File: src/rtl/xtrig_pkg.sv
package xtrig_pkg;
  localparam int NUM_CHAN  = 4;
  localparam int NUM_CONV  = 8;
  localparam int CNT_W     = 11;
  localparam int LOOP_W    = 5;
  localparam int DATA_W    = 32;
  localparam int CH_IDX_W  = $clog2(NUM_CHAN);
  localparam int ADDR_W    = CH_IDX_W + 2;

  // field positions of the control word
  localparam int CNT_LSB   = 0;
  localparam int LOOP_LSB  = CNT_LSB + CNT_W;
  localparam int CHM_LSB   = 16;
  localparam int KICK_BIT  = 20;
  localparam int CNV_LSB   = 24;

  // bits kept in storage: masks, repeat count, countdown
  localparam logic [DATA_W-1:0] STORE_MASK =
      (DATA_W'((1 << NUM_CONV) - 1) << CNV_LSB) |
      (DATA_W'((1 << NUM_CHAN) - 1) << CHM_LSB) |
      (DATA_W'((1 << LOOP_W) - 1) << LOOP_LSB) |
      (DATA_W'((1 << CNT_W) - 1) << CNT_LSB);

  typedef enum logic [1:0] {
    OP_WRITE = 2'd0,
    OP_SET   = 2'd1,
    OP_CLEAR = 2'd2,
    OP_FLIP  = 2'd3
  } wrOp_t;

  typedef struct packed {
    logic start;    // load countdown, go busy
    logic reload;   // repeat: reload countdown
    logic dec;      // decrement countdown
    logic loopDec;  // lower repeat field
    logic fire;     // expiry this cycle
  } chanStrobe_t;

  function automatic logic [DATA_W-1:0] applyOp(input logic [DATA_W-1:0] cur,
                                                input logic [DATA_W-1:0] data,
                                                input wrOp_t op);
    case (op)
      OP_WRITE: applyOp = data;
      OP_SET:   applyOp = cur | data;
      OP_CLEAR: applyOp = cur & ~data;
      default:  applyOp = cur ^ data;
    endcase
  endfunction
endpackage

File: src/rtl/xtrig_control.sv
module xtrig_control
  import xtrig_pkg::*;
(
  input  logic                               clk,
  input  logic                               rstN,
  input  logic                               tickEn,
  input  logic [NUM_CHAN-1:0]                kickReq,
  input  logic [NUM_CHAN-1:0]                cntLow,
  input  logic [NUM_CHAN-1:0]                loopsZero,
  input  logic [NUM_CHAN-1:0][NUM_CHAN-1:0]  chanMask,
  output chanStrobe_t [NUM_CHAN-1:0]         strobe,
  output logic [NUM_CHAN-1:0]                busy
);
  logic [NUM_CHAN-1:0] busyQ, busyD;
  logic [NUM_CHAN-1:0] fire, trigIn, start;

  always_comb begin
    for (int c = 0; c < NUM_CHAN; c++)
      fire[c] = busyQ[c] & tickEn & cntLow[c];
  end

  // cross-trigger fabric: OR of every source's request per target
  always_comb begin
    trigIn = '0;
    for (int src = 0; src < NUM_CHAN; src++)
      if (fire[src]) trigIn = trigIn | chanMask[src];
  end

  assign start = kickReq | trigIn;

  always_comb begin
    for (int c = 0; c < NUM_CHAN; c++) begin
      strobe[c].fire    = fire[c];
      strobe[c].start   = start[c];
      strobe[c].loopDec = fire[c] & ~loopsZero[c];
      strobe[c].reload  = fire[c] & ~loopsZero[c] & ~start[c];
      strobe[c].dec     = busyQ[c] & tickEn & ~cntLow[c] & ~start[c];
      if (start[c])
        busyD[c] = 1'b1;
      else if (fire[c] && loopsZero[c])
        busyD[c] = 1'b0;
      else
        busyD[c] = busyQ[c];
    end
  end

  always_ff @(posedge clk) begin
    if (!rstN) busyQ <= '0;
    else       busyQ <= busyD;
  end

  assign busy = busyQ;
endmodule

File: src/rtl/xtrig_datapath.sv
module xtrig_datapath
  import xtrig_pkg::*;
(
  input  logic                               clk,
  input  logic                               rstN,
  input  logic                               wrEn,
  input  logic [ADDR_W-1:0]                  wrAddr,
  input  logic [DATA_W-1:0]                  wrData,
  input  logic [CH_IDX_W-1:0]                rdChan,
  output logic [DATA_W-1:0]                  rdData,
  input  logic [NUM_CONV-1:0]                schedClr,
  input  chanStrobe_t [NUM_CHAN-1:0]         strobe,
  output logic [NUM_CHAN-1:0]                kickReq,
  output logic [NUM_CHAN-1:0]                cntLow,
  output logic [NUM_CHAN-1:0]                loopsZero,
  output logic [NUM_CHAN-1:0][NUM_CHAN-1:0]  chanMask,
  output logic [NUM_CONV-1:0]                schedule
);
  wrOp_t                  wrOp;
  logic [CH_IDX_W-1:0]    wrChan;
  logic [DATA_W-1:0]      wordQ [NUM_CHAN];
  logic [NUM_CONV-1:0]    convReq [NUM_CHAN];

  assign wrOp   = wrOp_t'(wrAddr[1:0]);
  assign wrChan = wrAddr[ADDR_W-1:2];

  for (genvar c = 0; c < NUM_CHAN; c++) begin : g_chan
    logic [DATA_W-1:0] opWord, wordD;
    logic [CNT_W-1:0]  countQ, countD, loadVal;
    logic [LOOP_W-1:0] loopsQ;
    logic              wrHit;

    assign wrHit  = wrEn && (wrChan == CH_IDX_W'(c));
    assign opWord = applyOp(wordQ[c], wrData, wrOp);
    assign loopsQ = wordQ[c][LOOP_LSB +: LOOP_W];

    always_comb begin
      wordD = wordQ[c];
      if (wrHit)
        wordD = opWord & STORE_MASK;
      else if (strobe[c].loopDec)
        wordD[LOOP_LSB +: LOOP_W] = loopsQ - LOOP_W'(1);
    end

    assign loadVal = wordD[CNT_LSB +: CNT_W];

    always_comb begin
      if (strobe[c].start || strobe[c].reload)
        countD = loadVal;
      else if (strobe[c].dec)
        countD = countQ - CNT_W'(1);
      else
        countD = countQ;
    end

    always_ff @(posedge clk) begin
      if (!rstN) begin
        wordQ[c] <= '0;
        countQ   <= '0;
      end else begin
        wordQ[c] <= wordD;
        countQ   <= countD;
      end
    end

    assign kickReq[c]   = wrHit && opWord[KICK_BIT];
    assign cntLow[c]    = countQ <= CNT_W'(1);
    assign loopsZero[c] = loopsQ == '0;
    assign chanMask[c]  = wordQ[c][CHM_LSB +: NUM_CHAN];
    assign convReq[c]   = strobe[c].fire ? wordQ[c][CNV_LSB +: NUM_CONV] : '0;
  end

  logic [NUM_CONV-1:0] schedQ, schedSet;

  always_comb begin
    schedSet = '0;
    for (int c = 0; c < NUM_CHAN; c++)
      schedSet = schedSet | convReq[c];
  end

  always_ff @(posedge clk) begin
    if (!rstN) schedQ <= '0;
    else       schedQ <= (schedQ & ~schedClr) | schedSet;
  end

  assign schedule = schedQ;
  assign rdData   = wordQ[rdChan];
endmodule

File: src/rtl/xtrig_delay_bank.sv
module xtrig_delay_bank
  import xtrig_pkg::*;
(
  input  logic                clk,
  input  logic                rstN,
  input  logic                tickEn,
  input  logic                wrEn,
  input  logic [ADDR_W-1:0]   wrAddr,
  input  logic [DATA_W-1:0]   wrData,
  input  logic [CH_IDX_W-1:0] rdChan,
  output logic [DATA_W-1:0]   rdData,
  input  logic [NUM_CONV-1:0] schedClr,
  output logic [NUM_CONV-1:0] schedule,
  output logic [NUM_CHAN-1:0] chanBusy
);
  chanStrobe_t [NUM_CHAN-1:0]         strobe;
  logic [NUM_CHAN-1:0]                kickReq, cntLow, loopsZero;
  logic [NUM_CHAN-1:0][NUM_CHAN-1:0]  chanMask;

  xtrig_control u_ctrl (
    .clk(clk), .rstN(rstN), .tickEn(tickEn),
    .kickReq(kickReq), .cntLow(cntLow), .loopsZero(loopsZero),
    .chanMask(chanMask), .strobe(strobe), .busy(chanBusy)
  );

  xtrig_datapath u_dp (
    .clk(clk), .rstN(rstN), .wrEn(wrEn), .wrAddr(wrAddr), .wrData(wrData),
    .rdChan(rdChan), .rdData(rdData), .schedClr(schedClr), .strobe(strobe),
    .kickReq(kickReq), .cntLow(cntLow), .loopsZero(loopsZero),
    .chanMask(chanMask), .schedule(schedule)
  );
endmodule

File: config.mk
export PLATFORM = sky130hd
export DESIGN_NAME = xtrig_delay_bank
export DESIGN_NICKNAME = d
export VERILOG_FILES = /design/src/rtl/xtrig_pkg.sv /design/src/rtl/xtrig_control.sv /design/src/rtl/xtrig_datapath.sv /design/src/rtl/xtrig_delay_bank.sv
export SDC_FILE = /design/constraint.sdc
export NUM_CORES = 1
export LEC_CHECK = 0
export ABC_CLOCK_PERIOD_IN_PS = 2500
export CAP_MARGIN = 25
export CORE_ASPECT_RATIO = 0.9
export CORE_MARGIN = 10
export CORE_UTILIZATION = 40
export CTS_CLUSTER_DIAMETER = 100
export DETAILED_ROUTE_END_ITERATION = 12
export GPL_ROUTABILITY_DRIVEN = 0
export SYNTH_ARGS = -nofsm -noshare
export SYNTH_HDL_FRONTEND = slang
export SYNTH_SLANG_ARGS = --single-unit
File: constraint.sdc
create_clock -name clk -period 2.5 [get_ports clk]
set_input_delay 0.375 -clock clk [delete_from_list [all_inputs] [get_ports clk]]
set_output_delay 0.375 -clock clk [all_outputs]
set_load 0.05 [all_outputs]
==> results.sh, run 1 <==
export IMPL_power_leakage_nw=7.440
export IMPL_cts_buffers=17
export IMPL_power_mw=7.756
export IMPL_ir_drop_mv=0.4010
export IMPL_cts_sinks=168
export IMPL_slew_headroom_pct=57.17
export IMPL_final_setup_viol_count=0
export IMPL_drt_wl_total_um=42560
export IMPL_ys_ff_latch=168
export IMPL_rsz0062_at_grt="yes"
export IMPL_status="completed"
export IMPL_grt_total_usage_pct=18.45
export IMPL_r2r_slack_ps=50
export IMPL_synthArstFlopShare_pct=0
export IMPL_clkTransAtPathRegs_ps=80
export IMPL_place_area_sq_mm=0.01708
export IMPL_cp_required_ps=2850
export IMPL_wl_per_cell_um=19.38
export IMPL_syn_area_sq_mm=0.01467
export IMPL_floorplan_initialDensity_pct=40.55
export IMPL_grt_pass1_vias=12178
export IMPL_root_buffer="clkbuf_16"
export IMPL_drv_cap=0
export IMPL_dr_pass1_iters=5
export IMPL_finalSetupTns_ps=0
export IMPL_drc=0
export IMPL_io_buffers=86
export IMPL_crit_path_end_kind="register"
export IMPL_die_area_sq_mm=0.04473
export IMPL_tightest_slew_ps=642.5
export IMPL_clk_path_buf_depth=2
export IMPL_nets=1992
export IMPL_r2r_start="u_dp.g_chan[0].countQ[2]"
export IMPL_cp_slowest_cell="or4_4"
export IMPL_hp_class="reg2reg"
export IMPL_die_y_um=201.7
export IMPL_yosys_area_top_type_share_pct=22.93
export IMPL_grt_max_degree=109
export IMPL_fillers=3386
export IMPL_crit_end="u_dp.wordQ[0][14]"
export IMPL_avgSynthCellArea_sq_um=9.353
export IMPL_max_freq_mhz=408.8
export IMPL_crit_arrival_ps=2790
export IMPL_power_density_mw_per_mm2=437.7
export IMPL_yosys_area_top_type="dfxtp_1"
export IMPL_ys_seq_area_share_pct=22.93
export IMPL_ys_types=79
export IMPL_fin_cells=2196
export IMPL_grt_overflow=0
export IMPL_postRouteAntennaNets=0
export IMPL_grt_pass1_wl_um=67670
export IMPL_worst_path_largest_cell_delay_ps=600
export IMPL_viasPerCell=5.640
export IMPL_std_cell_rows=66
export IMPL_cp_start_kind="register"
export IMPL_dp_cells=2162
export IMPL_clock_skew_ps=14.81
export IMPL_worstRegToRegCells=7
export IMPL_post_route_min_period_ps=2446
export IMPL_fin_area_sq_mm=0.01772
export IMPL_period_share_pct=97.85
export IMPL_syn2layout_area_growth_pct=20.84
export IMPL_synth_area_leaders="dfxtp_1 (23%), ha_1 (20%), a211oi_1 (11%), mux4_2 (11%), mux2_2 (6.0%)"
export IMPL_clock_latency_ps=440
export IMPL_final_core_util_pct=49.00
export IMPL_cts_tree="done"
export IMPL_synth_edf_count=0
export IMPL_die_w_um=221.8
export IMPL_drive_above_1_share_pct=22.93
export IMPL_hold_violations=0
export IMPL_postCtsSetupBuffers=0
export IMPL_io_pins=94
export IMPL_path_class="reg2reg"
export IMPL_postSynthCellCount=1568
export IMPL_core_sq_mm=0.03617
export IMPL_cp_cell_sequence="or4_4 -> nor4_4 -> buf_4 -> and3_1 -> nand4_1 -> xnor2_1 -> a211oi_1"
export IMPL_vias=12386
export IMPL_timing_rr_end="u_dp.wordQ[0][14]"
export IMPL_crit_fanout=5
export IMPL_synth_flop_cell="dfxtp_1"
export IMPL_post_dp_hpwl_um=30220
export IMPL_antenna_found_initial=2
export IMPL_startpoint="u_dp.g_chan[0].countQ[2]"
export IMPL_h_tree_depth=4
export IMPL_first_iter_violations=857
export IMPL_ys_warnings_count=0
export IMPL_drv_slew=0
metrics by stage:
stage               hold slack (ps)  setup slack, ps
floorplan                     458.7            7.052
global placement              491.2           -148.8
detailed placement            506.1           -166.6
CTS                           519.6            3.034
global route                  553.7           -30.23
finish                        521.4            53.73
cells in the final DEF (no fill, tap or decap), types with 5 or more instances in the layout:
cell,count
xor2_1,17
o211ai_1,6
nor3_1,21
nand4_1,12
mux2_2,78
o41ai_2,5
xnor2_1,28
inv_6,7
o21ai_0,16
buf_4,135
nand3_1,17
o22ai_1,8
a21oi_1,40
a311oi_1,5
buf_12,34
dfxtp_1,167
a211oi_1,211
inv_1,199
nand2b_1,6
mux2_1,11
a21o_1,8
nor4_1,12
nor2_1,107
clkbuf_16,17
and2_1,5
mux4_2,70
clkdlybuf4s50_1,54
a31oi_1,12
and4_1,8
nand2_1,51
o41ai_1,8
ha_1,237
state kept, by name (all words and copies together) (netlist names):
register and count:
u_dp.g_chan.countQ 44, u_dp.schedule 8, u_dp.wordQ 112, u_ctrl.busy 4
metal layers:
| layer | wire [um] | global-route usage (%) | vias to the layer above | share of wire, % |
|---|---|---|---|---|
| li1 | - | - | 5992 | - |
| met1 | 20540 | 25.47 | 6127 | 48 |
| met2 | 19630 | 29.53 | 238 | 46 |
| met3 | 1910 | 3.130 | 27 | 4.5 |
| met4 | 469 | 3.763 | 2 | 1.1 |
| met5 | 10 | 0 | - | 0.023 |
report_power, final:
part	total (mW)	leakage [nW]	switching (mW)	internal (mW)
Combinational	2.05	5.78	1.12	0.933
Clock	2.78	0.289	1.33	1.45
Sequential	2.93	1.37	0.132	2.80
worst min-delay path by stage:
stage,from,to,slack (ps),cells after the start
after floorplan,u_dp.wordQ[0][16],u_ctrl.busy[0],460,2
after global placement,u_dp.wordQ[0][16],u_ctrl.busy[0],490,2
after detailed placement,u_dp.wordQ[0][16],u_ctrl.busy[0],510,2
after CTS,u_dp.wordQ[0][16],u_ctrl.busy[0],520,2
after global routing,u_dp.wordQ[3][24],u_dp.wordQ[3][24],550,2
final,u_dp.wordQ[0][16],u_ctrl.busy[0],520,2
worst max-delay path: cells and delay by family, from the launching register on:
family          cells  cell delay (ps)
xor+xnor            1              160
simple gates        4             1350
compound gates      1              270
buf+inv             1              210
flops               1              370
cell usage after synthesis, types with 5 or more instances:
| cell | count |
|---|---|
| a211oi_1 | 211 |
| a21o_1 | 8 |
| a21oi_1 | 40 |
| a311oi_1 | 5 |
| a31oi_1 | 12 |
| and2_1 | 6 |
| and4_1 | 8 |
| buf_1 | 11 |
| buf_2 | 9 |
| buf_4 | 7 |
| clkbuf_1 | 83 |
| dfxtp_1 | 168 |
| ha_1 | 237 |
| inv_1 | 199 |
| mux2_1 | 11 |
| mux2_2 | 78 |
| mux4_2 | 70 |
| nand2_1 | 52 |
| nand2b_1 | 6 |
| nand3_1 | 18 |
| nand4_1 | 12 |
| nor2_1 | 108 |
| nor3_1 | 21 |
| nor4_1 | 12 |
| o211ai_1 | 6 |
| o21ai_0 | 16 |
| o22ai_1 | 8 |
| o41ai_1 | 9 |
| or4_1 | 6 |
| xnor2_1 | 28 |
| xor2_1 | 17 |
layout make-up:
type	count	area [sq um]	share of cell area, %
Antenna cell	2	5.005	0.02824
Clock buffer	18	439.2	2.478
Clock inverter	14	150.1	0.8472
Inverter	200	753.2	4.250
Multi-Input combinational cell	1091	10140	57.24
Sequential cell	168	3364	18.98
Tap cell	476	595.6	3.361
Timing Repair Buffer	227	2270	12.81
what timing repair did:
item,4_1_cts,5_1_grt
pin swaps,0,2
resized for setup,2,8
hold buffers,0,0
endpoints found under the setup margin,17,31
cell families (layout without fill, tap and decap cells):
family	count (synthesis)	in the layout	share of synthesized area, %
buf+inv	312	459	8.344
mux	163	163	17.86
other cells	1	6	0.02557
compound gates	346	346	17.32
flops	168	168	22.93
simple gates	296	296	10.61
fa+ha+maj	237	237	20.22
xor+xnor	45	45	2.687
No activity file was read; power rests on OpenSTA's default activity.
==> inputs of run 2 (changes only) <==
--- a/config.mk
+++ b/config.mk
@@ -11,6 +11,7 @@
 export CORE_MARGIN = 10
 export CORE_UTILIZATION = 40
 export CTS_CLUSTER_DIAMETER = 100
+export CTS_CLUSTER_SIZE = 8
 export DETAILED_ROUTE_END_ITERATION = 12
 export GPL_ROUTABILITY_DRIVEN = 0
 export SYNTH_ARGS = -nofsm -noshare
==> results of run 2 <==
The final DEF is identical to that of run 1; final timing and power are the same.
